`src/rtl/npc_pkg.sv`:
```
package npc_pkg;
   typedef enum logic [1:0] {
      FMT_REG  = 2'd0,
      FMT_IMM  = 2'd1,
      FMT_JUMP = 2'd2
   } fmt_e;

   typedef enum logic [2:0] {
      CF_SEQ = 3'd0,
      CF_BEQ = 3'd1,
      CF_BNE = 3'd2,
      CF_JMP = 3'd3,
      CF_JAL = 3'd4,
      CF_JR  = 3'd5
   } cflow_e;
endpackage

```
`src/rtl/npc_decode.sv`:
```
module npc_decode
   import npc_pkg::*;
#(
   parameter int XLEN   = 32,
   parameter int OP_W   = 6,
   parameter int FN_W   = 6,
   parameter int IMM_W  = 16,
   parameter logic [OP_W-1:0] OP_BEQ = 6'h04,
   parameter logic [OP_W-1:0] OP_BNE = 6'h05,
   parameter logic [OP_W-1:0] OP_JMP = 6'h02,
   parameter logic [OP_W-1:0] OP_JAL = 6'h03,
   parameter logic [FN_W-1:0] FN_JR  = 6'h08,
   localparam int TGT_W = XLEN - OP_W
) (
   input  logic [XLEN-1:0]  instr,
   output logic [IMM_W-1:0] imm,
   output logic [TGT_W-1:0] tgt,
   output fmt_e             fmt,
   output cflow_e           cflow
);
   logic [OP_W-1:0] opcode;
   logic [FN_W-1:0] funct;

   assign opcode = instr[XLEN-1 -: OP_W];
   assign tgt    = instr[TGT_W-1:0];
   assign imm    = tgt[IMM_W-1:0];
   assign funct  = imm[FN_W-1:0];

   always_comb begin
      if (opcode == '0)
         fmt = FMT_REG;
      else if (opcode == OP_JMP || opcode == OP_JAL)
         fmt = FMT_JUMP;
      else
         fmt = FMT_IMM;
   end

   always_comb begin
      cflow = CF_SEQ;
      if (opcode == '0) begin
         if (funct == FN_JR) cflow = CF_JR;
      end else if (opcode == OP_BEQ) cflow = CF_BEQ;
      else if (opcode == OP_BNE)     cflow = CF_BNE;
      else if (opcode == OP_JMP)     cflow = CF_JMP;
      else if (opcode == OP_JAL)     cflow = CF_JAL;
   end
endmodule

```
`src/rtl/npc_cond.sv`:
```
module npc_cond
   import npc_pkg::*;
#(
   parameter int XLEN = 32
) (
   input  logic [XLEN-1:0] a,
   input  logic [XLEN-1:0] b,
   input  cflow_e          cflow,
   output logic            take
);
   logic same;

   assign same = (a == b);

   always_comb begin
      unique case (cflow)
         CF_BEQ:                take = same;
         CF_BNE:                take = !same;
         CF_JMP, CF_JAL, CF_JR: take = 1'b1;
         default:               take = 1'b0;
      endcase
   end
endmodule

```
`src/rtl/npc_target.sv`:
```
module npc_target
   import npc_pkg::*;
#(
   parameter int XLEN             = 32,
   parameter int IMM_W            = 16,
   parameter int TGT_W            = 26,
   parameter bit SPLICE_FROM_NEXT = 1'b1,
   localparam int ALIGN_W = $clog2(XLEN / 8),
   localparam int HI_W    = XLEN - TGT_W - ALIGN_W
) (
   input  logic [XLEN-1:0]  pc,
   input  logic [XLEN-1:0]  jr_addr,
   input  logic [IMM_W-1:0] imm,
   input  logic [TGT_W-1:0] tgt,
   input  cflow_e           cflow,
   input  logic             take,
   output logic [XLEN-1:0]  pc_inc,
   output logic [XLEN-1:0]  next_pc
);
   logic [XLEN-1:0] disp;
   logic [XLEN-1:0] br_tgt;
   logic [XLEN-1:0] j_tgt;
   logic [HI_W-1:0] hi_bits;

   assign pc_inc = pc + XLEN'(XLEN / 8);
   assign disp   = {{(XLEN - IMM_W - ALIGN_W){imm[IMM_W-1]}}, imm, {ALIGN_W{1'b0}}};
   assign br_tgt = pc_inc + disp;

   generate
      if (SPLICE_FROM_NEXT) begin : g_hi_next
         assign hi_bits = pc_inc[XLEN-1 -: HI_W];
      end else begin : g_hi_cur
         assign hi_bits = pc[XLEN-1 -: HI_W];
      end
   endgenerate

   assign j_tgt = {hi_bits, tgt, {ALIGN_W{1'b0}}};

   always_comb begin
      next_pc = pc_inc;
      if (take) begin
         unique case (cflow)
            CF_BEQ, CF_BNE: next_pc = br_tgt;
            CF_JMP, CF_JAL: next_pc = j_tgt;
            CF_JR:          next_pc = jr_addr;
            default:        next_pc = pc_inc;
         endcase
      end
   end
endmodule

```
`src/rtl/npc_unit.sv`:
```
module npc_unit
   import npc_pkg::*;
#(
   parameter int XLEN             = 32,
   parameter int OP_W             = 6,
   parameter int REG_W            = 5,
   parameter int SH_W             = 5,
   parameter int FN_W             = 6,
   parameter int LINK_REG         = 31,
   parameter bit SPLICE_FROM_NEXT = 1'b1,
   parameter logic [OP_W-1:0] OP_BEQ = 6'h04,
   parameter logic [OP_W-1:0] OP_BNE = 6'h05,
   parameter logic [OP_W-1:0] OP_JMP = 6'h02,
   parameter logic [OP_W-1:0] OP_JAL = 6'h03,
   parameter logic [FN_W-1:0] FN_JR  = 6'h08
) (
   input  logic [31:0] pc_i,
   input  logic [31:0] instr_i,
   input  logic [31:0] rs_val_i,
   input  logic [31:0] rt_val_i,
   output logic [31:0] next_pc_o,
   output logic        taken_o,
   output logic        link_we_o,
   output logic [4:0]  link_idx_o,
   output logic [31:0] link_val_o,
   output logic [1:0]  fmt_o
);
   localparam int IMM_W = XLEN - OP_W - 2 * REG_W;
   localparam int TGT_W = XLEN - OP_W;

   generate
      if (XLEN != 32) begin : g_bad_xlen
         $error("npc_unit: port widths assume XLEN of 32");
      end
      if (OP_W + 3 * REG_W + SH_W + FN_W != XLEN) begin : g_bad_fields
         $error("npc_unit: instruction fields do not fill the word");
      end
      if (REG_W != 5 || LINK_REG >= (1 << REG_W)) begin : g_bad_link
         $error("npc_unit: link register index out of range");
      end
   endgenerate

   logic [IMM_W-1:0] imm;
   logic [TGT_W-1:0] tgt;
   fmt_e             fmt;
   cflow_e           cflow;
   logic             take;
   logic [XLEN-1:0]  pc_inc;

   npc_decode #(
      .XLEN(XLEN), .OP_W(OP_W), .FN_W(FN_W), .IMM_W(IMM_W),
      .OP_BEQ(OP_BEQ), .OP_BNE(OP_BNE), .OP_JMP(OP_JMP),
      .OP_JAL(OP_JAL), .FN_JR(FN_JR)
   ) u_decode (
      .instr(instr_i), .imm(imm), .tgt(tgt), .fmt(fmt), .cflow(cflow)
   );

   npc_cond #(.XLEN(XLEN)) u_cond (
      .a(rs_val_i), .b(rt_val_i), .cflow(cflow), .take(take)
   );

   npc_target #(
      .XLEN(XLEN), .IMM_W(IMM_W), .TGT_W(TGT_W),
      .SPLICE_FROM_NEXT(SPLICE_FROM_NEXT)
   ) u_target (
      .pc(pc_i), .jr_addr(rs_val_i), .imm(imm), .tgt(tgt),
      .cflow(cflow), .take(take), .pc_inc(pc_inc), .next_pc(next_pc_o)
   );

   assign taken_o    = take;
   assign link_we_o  = (cflow == CF_JAL);
   assign link_idx_o = REG_W'(LINK_REG);
   assign link_val_o = pc_inc;
   assign fmt_o      = fmt;
endmodule

```
`config.mk`:
```
export PLATFORM = sky130hd
export DESIGN_NAME = npc_unit
export DESIGN_NICKNAME = d
export VERILOG_FILES = /design/src/rtl/npc_pkg.sv /design/src/rtl/npc_decode.sv /design/src/rtl/npc_cond.sv /design/src/rtl/npc_target.sv /design/src/rtl/npc_unit.sv
export SDC_FILE = /design/constraint.sdc
export NUM_CORES = 1
export LEC_CHECK = 0
export BUFFER_PORTS_ARGS = -buffer_cell sky130_fd_sc_hd__buf_2
export CORE_UTILIZATION = 50
export DETAILED_ROUTE_END_ITERATION = 16
export GPL_TIMING_DRIVEN = 0
export PLACE_DENSITY_LB_ADDON = 0.05
export SLEW_MARGIN = 20
export SYNTH_ARGS = -nofsm -noshare
export SYNTH_HDL_FRONTEND = slang
export SYNTH_SLANG_ARGS = --single-unit
```
`constraint.sdc`:
```
create_clock -name vclk -period 6.23
set_input_delay 0.3115 -clock vclk [all_inputs]
set_output_delay 0.3115 -clock vclk [all_outputs]
set_load 0.005 [all_outputs]
```
Word-level counts from Yosys, hierarchy flattened
Index checks and enable logic that the tools add are counted.
{"block": "word_totals", "reg_bits": 0, "inputBits": 128, "out_inout_bits": 73, "wordCells": 30}
{"block": "classes", "add_sub_neg": 2, "n_eq_ne": 11, "mux": 11, "n_reduce_logical": 6}
{"operator": "one-hot mux 32 bit (3 select lines)", "count": 1}
{"operator": "adder 32 x 3 -> 32 bit, second input constant", "count": 1}
{"operator": "adder 32 bit", "count": 1}
{"operator": "== test 32 bit", "count": 1}
{"operator": "two-way mux 32 bit", "count": 1}
{"operator": "two-way mux 3 bit", "count": 6}
{"operator": "== test 6 x 2 -> 1 bit, second input constant", "count": 2}
{"operator": "== test 6 x 3 -> 1 bit, second input constant", "count": 2}
{"operator": "== test 3 x 2 -> 1 bit, second input constant", "count": 2}
{"operator": "== test 3 bit, second input constant", "count": 2}
{"operator": "== test 6 x 4 -> 1 bit, second input constant", "count": 1}
{"operator": "zero test 6 bit", "count": 1}
{"operator": "two-way mux 2 bit", "count": 2}
{"operator": "OR reduction 2 bit", "count": 2}
{"operator": "== test 3 x 1 -> 1 bit, second input constant", "count": 1}
{"operator": "one-hot mux 1 bit (3 select lines)", "count": 1}
{"operator": "OR reduction 3 bit", "count": 1}
{"operator": "zero test 1 bit", "count": 1}
{"operator": "logical OR 1 bit", "count": 1}

Longest topological paths before layout
Gate-level depths: netlist (run 1).
{"block": "logic_depth", "depth_word": 10, "depth_mapped": 16, "depth_no_buf": 15}

Modules after synthesis
A second synthesis (run 1) with hierarchy kept.
{"block": "hier_totals", "hier_cells": 552, "hier_area_um2": 3912.5}
{"module": "npc_target", "n_inst": 1, "cells_each": 441, "area_each_um2": 3051.7}
{"module": "npc_decode", "n_inst": 1, "cells_each": 57, "area_each_um2": 416.6}
{"module": "npc_cond", "n_inst": 1, "cells_each": 47, "area_each_um2": 390.4}
{"module": "npc_unit", "n_inst": 1, "cells_each": 7, "area_each_um2": 53.8}

Worst setup path before layout (run 1)
Ideal clock, no wire load.
{"block": "synth_timing", "path_kind": "input to output", "from": "input pc_i[5]", "to": "output next_pc_o[29]", "t_arrival_ps": 3477, "t_required_ps": 5918, "setup_slack_ps": 2442, "stages": 14, "path_buffers": 0, "cell_sequence": "and3_1 -> nand3_1 -> nor2_1 -> nand3_1 -> xnor2_1 -> ha_1 -> and3_4 -> a221o_1 -> a221oi_4 -> o21bai_4 -> a2111oi_4 -> o21bai_1 -> xor2_1 -> a221o_1"}
{"block": "synth_between", "elab_chain_len": 4}
{"item": "start, declared", "line_no": "npc_unit.sv:17", "rtl": "input logic [31:0] pc_i,"}
{"item": "adder 32 x 3 -> 32 bit", "line_no": "npc_target.sv:25", "rtl": "assign pc_inc = pc + XLEN'(XLEN / 8);"}
{"item": "named net link_val_o[11]", "line_no": "npc_unit.sv:25", "rtl": "output logic [31:0] link_val_o,"}
{"item": "adder 32 bit", "line_no": "npc_target.sv:27", "rtl": "assign br_tgt = pc_inc + disp;"}
{"item": "one-hot mux 32 bit (3 select lines)", "line_no": "npc_target.sv:42", "rtl": "unique case (cflow)"}
{"item": "two-way mux 32 bit", "line_no": "npc_target.sv:41", "rtl": "if (take) begin"}
{"item": "end, declared", "line_no": "npc_unit.sv:21", "rtl": "output logic [31:0] next_pc_o,"}
The timed path passes the listed nets, and every way through them passes these cells.

Worst setup path after layout (run 1)
{"block": "layout_timing", "from": "input pc_i[4]", "to": "output next_pc_o[17]"}
{"block": "layout_between", "elab_chain_len": 4}
{"item": "adder 32 x 3 -> 32 bit *", "line_no": "npc_target.sv:25"}
{"item": "adder 32 bit", "line_no": "npc_target.sv:27"}
{"item": "one-hot mux 32 bit (3 select lines)", "line_no": "npc_target.sv:42"}
{"item": "two-way mux 32 bit *", "line_no": "npc_target.sv:41"}
Every way passes the cells marked *; elsewhere a longest branch is shown, timed or not.

==> impl_metrics.env, run 1 <==
export IMPL_cp_max_fo=5
export IMPL_synth_compound_area_share=0.3400
export IMPL_cts_repair_timing_setup_buffer_count=0
export IMPL_synth_top_cell_area_share=0.1274
export IMPL_synth_top_cell_by_area="sky130_fd_sc_hd__ha_1"
export IMPL_antenna_violating_nets_post_route=0
export IMPL_floorplan_die_height_um=83.71
export IMPL_cts_repair_resized=0
export IMPL_synthesis_area_sq_um=3338
export IMPL_timing_critical_path_arrival_ns=4.31
export IMPL_share_of_the_clock_period_used_by_the_worst_path_after_layout=0.7411
export IMPL_num_nets_final=838
export IMPL_ys_warnings_count=0
export IMPL_synth_cell_type_count=57
export IMPL_worst_ir_drop_vdd_v=0.00004908
export IMPL_synth_simple_gate_area_frac=0.2444
export IMPL_port_buffers=196
export IMPL_core_area_sq_um=6386
export IMPL_critPathKind="in -> out"
export IMPL_antenna_cells=0
export IMPL_power_per_cell_area_nw_per_um2=82.06
export IMPL_critical_path_endpoint_type="output pin"
export IMPL_layout_area_seq_sq_um=0
export IMPL_die_width_um=83.71
export IMPL_seq_cell_count=0
export IMPL_grt_pass1_wl_um=21460
export IMPL_start_util=0.5227
export IMPL_die_area_sq_um=7007
export IMPL_combinational_family_with_the_most_area_after_synthesis="compound AO/OA/AOI/OAI gates"
export IMPL_synth_cells=473
export IMPL_critical_path_required_ns=5.92
export IMPL_rsz0062_at_grt="false"
export IMPL_min_delay_path_depth=3
export IMPL_grtUsageTotal=0.3709
export IMPL_first_global_vias=4327
export IMPL_design_power_total_uw=363.6
export IMPL_drv_slew=0
export IMPL_multi_input_area_sq_um=3166
export IMPL_number_of_hold_buffers_added_after_cts=0
export IMPL_routedWlPerCell_um=18.49
export IMPL_synth_adder_area_share=0.1334
export IMPL_drc=0
export IMPL_antenna_found_initial=0
export IMPL_post_synth_xor_area_fraction=0.2125
export IMPL_setup_viol_count_final=0
export IMPL_grt_ovfl_total=0
export IMPL_avgSynthCellArea_sq_um=7.058
export IMPL_place_detailed_hpwl_um=11510
export IMPL_synth_mux_area_fraction=0.01237
export IMPL_leakage_uw=0.002196
export IMPL_setup_tns_final_ns=0
export IMPL_routed_via_density=6.275
export IMPL_routabilityCongestion=0.9463
export IMPL_filler_cell_count=608
export IMPL_setup_worst_path_start_class="primary input"
export IMPL_rows=29
export IMPL_first_pass_iteration_count_of_the_detailed_router=9
export IMPL_synth_sequential_area_ratio=0
export IMPL_grt_start_max_net_pins=19
export IMPL_report_final_hold_viol_count=0
export IMPL_hold_path_class="in -> out"
export IMPL_relSlewSlack=0.4236
export IMPL_maxCapViolCount=0
export IMPL_clockBufferCount=0
export IMPL_ios=201
export IMPL_via_count=4706
export IMPL_detailedRoute_firstIterationViolations=468
export IMPL_synth_area_leaders="sky130_fd_sc_hd__ha_1 13%, sky130_fd_sc_hd__xor2_1 13%, sky130_fd_sc_hd__xnor2_1 8.7%"
export IMPL_period_minus_slack_ns=4.617
export IMPL_signed_area_change_from_the_synthesized_netlist_to_the_final_layout_pct=32.72
export IMPL_run_status="complete, no violations"
export IMPL_max_slew_worst_pin_slew_ns=0.8568
export IMPL_drive_above_1_share=0.3180
export IMPL_postRouteWirelength_um=13870
export IMPL_max_freq_ghz=0.2166
## Yosys cell counts (all sizes together) (3+ instances only)
master and instances:
nor3 8, o211ai 3, and4 5, clkbuf 18, nor2 45, and3 11
a22o 5, xnor2 33, a21oi 38, buf 11, nor4 12, a222oi 22
mux2i 3, a22oi 5, ha 34, a2111oi 4, nand2b 9, a221oi 3
o21bai 5, a31oi 9, o21ai 14, nand3 21, inv 11, xor2 48
and2 6, nor2b 5, a21o 22, nand4 7, nand2 29
## routing by layer
layer  GRT usage  wire length, um
met5           0                0
met4      0.1495              485
met3     0.04550             1492
met2      0.6046             6167
met1      0.4932             5721
## metrics by stage
step	area (sq um)	std cells	utilization	setup slack (ns)	hold WS (ns)
after floorplan	3353	477	-	2.442	0.6673
after global placement	4431	750	0.6938	1.764	0.8888
after detailed placement	4431	750	0.6938	1.684	0.8997
after CTS	4431	750	0.6938	1.680	0.8997
after global routing	4431	750	0.6938	1.378	0.9158
final	4431	750	0.6938	1.613	0.9025
## report_power, final
part	switching [uW]	internal, uW
clock network	0	0
logic	201	162
registers	0	0
total	201	162
## layout by cell type (no fill, tap or decap), types with 6 or more instances in the layout
master and count:
sky130_fd_sc_hd__inv_1 11, sky130_fd_sc_hd__clkbuf_1 18, sky130_fd_sc_hd__nand2b_1 9, sky130_fd_sc_hd__a31oi_1 9, sky130_fd_sc_hd__xor2_1 48, sky130_fd_sc_hd__buf_2 199
sky130_fd_sc_hd__nand3_1 21, sky130_fd_sc_hd__nand2_1 29, sky130_fd_sc_hd__nand4_1 7, sky130_fd_sc_hd__a21o_1 22, sky130_fd_sc_hd__buf_4 7, sky130_fd_sc_hd__ha_1 34
sky130_fd_sc_hd__and3_1 10, sky130_fd_sc_hd__a21oi_1 38, sky130_fd_sc_hd__nor4_1 12, sky130_fd_sc_hd__a222oi_1 22, sky130_fd_sc_hd__and2_1 6, sky130_fd_sc_hd__o21ai_0 11
sky130_fd_sc_hd__nor3_1 8, sky130_fd_sc_hd__nor2_1 45, sky130_fd_sc_hd__xnor2_1 33
## worst max-delay path, cell delays in order
cell and delay (ns):
sky130_fd_sc_hd__buf_2 0.11, sky130_fd_sc_hd__and3_1 0.18, sky130_fd_sc_hd__nand3_1 0.26, sky130_fd_sc_hd__nor2_1 0.25, sky130_fd_sc_hd__nand3_1 0.11, sky130_fd_sc_hd__xnor2_1 0.39, sky130_fd_sc_hd__ha_1 0.35, sky130_fd_sc_hd__and3_4 0.21
sky130_fd_sc_hd__a221o_1 0.35, sky130_fd_sc_hd__a221oi_4 0.45, sky130_fd_sc_hd__o21bai_1 0.27, sky130_fd_sc_hd__a2111oi_0 0.48, sky130_fd_sc_hd__a41o_1 0.15, sky130_fd_sc_hd__nand2_1 0.06, sky130_fd_sc_hd__a31oi_1 0.21, sky130_fd_sc_hd__buf_2 0.14
## path summary, 6_finish.rpt
kind | from | endpoint
max | pc_i[4] | next_pc_o[17]
min | pc_i[0] | link_val_o[0]
## kinds of logic (layout without fill, tap and decap cells)
| logic type | Yosys count | in the layout |
|---|---|---|
| XOR/XNOR | 81 | 81 |
| AO/OA/AOI/OAI | 150 | 150 |
| AND/OR/NAND/NOR | 162 | 162 |
| buffers and inverters | 40 | 236 |
| adder cells (fa/ha/maj) | 35 | 35 |
| other | 1 | 5 |
| multiplexers | 4 | 4 |
## cell type report
class                           instances  area share
Multi-Input combinational cell        437      0.7145
Inverter                               11    0.009319
Buffer                                 29     0.03304
Tap cell                               77     0.02175
Timing Repair Buffer                  196      0.2214
(Power assumes the default switching activity.)
==> run 2, diff against run 1 <==
- CORE_UTILIZATION: 50 -> 46
- clock period: 6.23 -> 4.8 ns (I/O delays scaled with it)
==> run 2 against run 1 <==
Sequential share of layout area unchanged. Utilization decreased by 4.9 points. Worst hold slack got worse by 0.15 ns. Flip-flop and latch count unchanged. Largest cell class unchanged. Count of clock-buffer cells in the layout unchanged. Die area increased by 8.5%. Via count decreased by 1.6%. Critical path depth unchanged. Critical path type unchanged. Routed wire length decreased by 1.4%. Worst setup slack got worse by 1.3 ns.
==> impl_metrics.env, run 2 (same netlist as run 1, synthesis figures left out) <==
export IMPL_die_width_um=87.19
export IMPL_filler_cell_count=662
export IMPL_setup_viol_count_final=0
export IMPL_leakage_uw=0.002196
export IMPL_postRouteWirelength_um=13680
export IMPL_start_util=0.4833
export IMPL_leading_cell_type_in_the_layout_fill_and_taps_excluded="sky130_fd_sc_hd__buf_2"
export IMPL_die_area_sq_um=7601
export IMPL_run_status="complete, no violations"
export IMPL_detailedRoute_firstIterationViolations=414
export IMPL_layout_area_seq_sq_um=0
export IMPL_hold_path_class="in -> out"
export IMPL_whs_endpoint="link_val_o[1]"
export IMPL_share_of_the_clock_period_used_by_the_worst_path_after_layout=0.9336
export IMPL_antenna_violating_nets_post_route=0
export IMPL_internal_power_uw=210.2
export IMPL_ios=201
export IMPL_drv_slew=0
export IMPL_combinational_share_of_power=1.000
export IMPL_grt_ovfl_total=0
export IMPL_grt_pass1_wl_um=20520
export IMPL_worst_ir_drop_vdd_v=0.00005247
export IMPL_grtUsageTotal=0.3419
export IMPL_routed_via_density=6.020
export IMPL_netSwitchingPower_uw=256.6
export IMPL_timing_critical_path_arrival_ns=4.24
export IMPL_core_area_sq_um=6907
export IMPL_routabilityCongestion=0.9510
export IMPL_setup_worst_path_start_class="primary input"
export IMPL_setup_tns_final_ns=0
export IMPL_first_pass_iteration_count_of_the_detailed_router=6
export IMPL_max_slew_worst_pin_slew_ns=1.005
export IMPL_whs_ns=0.7477
export IMPL_routedWlPerCell_um=17.78
export IMPL_period_minus_slack_ns=4.481
export IMPL_number_of_hold_buffers_added_after_cts=0
export IMPL_power_share_switching=0.5497
export IMPL_cts_repair_timing_setup_buffer_count=0
export IMPL_critPathKind="in -> out"
export IMPL_min_delay_path_depth=3
export IMPL_maxCapViolCount=0
export IMPL_max_freq_ghz=0.2232
export IMPL_num_nets_final=838
export IMPL_power_per_cell_area_nw_per_um2=104.8
export IMPL_critical_path_endpoint_type="output pin"
export IMPL_rsz0062_at_grt="false"
export IMPL_critical_path_required_ns=4.56
export IMPL_rows=30
export IMPL_antenna_found_initial=0
export IMPL_port_buffers=196
export IMPL_signed_area_change_from_the_synthesized_netlist_to_the_final_layout_pct=33.43
export IMPL_cts_repair_resized=0
export IMPL_cp_max_fo=5
export IMPL_report_final_hold_viol_count=0
export IMPL_design_power_total_uw=466.8
export IMPL_sequentialPowerShare=0
export IMPL_grt_start_max_net_pins=19
export IMPL_drc=0
export IMPL_clockBufferCount=0
export IMPL_floorplan_die_height_um=87.19
export IMPL_drive_above_1_share=0.3180
export IMPL_seq_cell_count=0
export IMPL_antenna_cells=0
export IMPL_power_share_clock=0
export IMPL_via_count=4629
export IMPL_first_global_vias=4189
export IMPL_most_common_layout_cells="199 x sky130_fd_sc_hd__buf_2, 48 x sky130_fd_sc_hd__xor2_1, 45 x sky130_fd_sc_hd__nor2_1"
export IMPL_relSlewSlack=0.3237
export IMPL_launch_point_of_the_worst_hold_path="pc_i[1]"
export IMPL_place_detailed_hpwl_um=11460
## run 2: per-stage QoR
step	area, sq um	util	instances	setup slack (ns)
6_report	4454	0.6449	769	0.3188
2_1_floorplan	3353	-	477	1.155
4_1_cts	4454	0.6449	769	0.3502
3_5_place_dp	4454	0.6449	769	0.3566
5_1_grt	4454	0.6449	769	0.1295
3_3_place_gp	4454	0.6449	769	0.4022
## run 2: power groups by stage
stage          registers [uW]  clock network [uW]  logic, uW
2_1_floorplan               0                   0        283
3_3_place_gp                0                   0        451
3_5_place_dp                0                   0        457
4_1_cts                     0                   0        460
5_1_grt                     0                   0        510
6_report                    0                   0        467
## run 2: how the worst max path moves through the flow
stage / start / endpoint / slack (ns) / cells after the start
global route: pc_i[4] / next_pc_o[25] / 0.13 / 16
global placement: pc_i[4] / next_pc_o[29] / 0.40 / 16
finish: pc_i[4] / next_pc_o[19] / 0.32 / 16
floorplan: pc_i[5] / next_pc_o[29] / 1.15 / 14
CTS: pc_i[4] / next_pc_o[19] / 0.35 / 16
detailed placement: pc_i[4] / next_pc_o[19] / 0.36 / 16
## run 2: critical path, stage by stage
cell and delay (ns):
sky130_fd_sc_hd__buf_2 0.11, sky130_fd_sc_hd__and3_1 0.17, sky130_fd_sc_hd__nand3_1 0.29, sky130_fd_sc_hd__nor2_1 0.26, sky130_fd_sc_hd__nand3_1 0.12, sky130_fd_sc_hd__xnor2_1 0.43, sky130_fd_sc_hd__ha_1 0.36, sky130_fd_sc_hd__and3_4 0.21
sky130_fd_sc_hd__a221o_1 0.35, sky130_fd_sc_hd__a221oi_4 0.45, sky130_fd_sc_hd__o21bai_1 0.24, sky130_fd_sc_hd__a2111oi_0 0.44, sky130_fd_sc_hd__a41o_1 0.14, sky130_fd_sc_hd__o21ai_1 0.07, sky130_fd_sc_hd__a31oi_1 0.21, sky130_fd_sc_hd__buf_2 0.14
## run 2: layer usage
metal,part of all wire,GRT usage,vias up
met1,0.42,0.4644,2131
met3,0.095,0.03318,13
met5,0,0,-
met2,0.47,0.5913,275
li1,-,-,2210
met4,0.014,0.05812,0
## run 2: cell type report
cell class                      count  area, sq um  area share
Buffer                             29        146.4     0.03287
Timing Repair Buffer              196        980.9      0.2202
Tap cell                           96        120.1     0.02697
Inverter                           11        41.29    0.009270
Multi-Input combinational cell    437         3166      0.7107
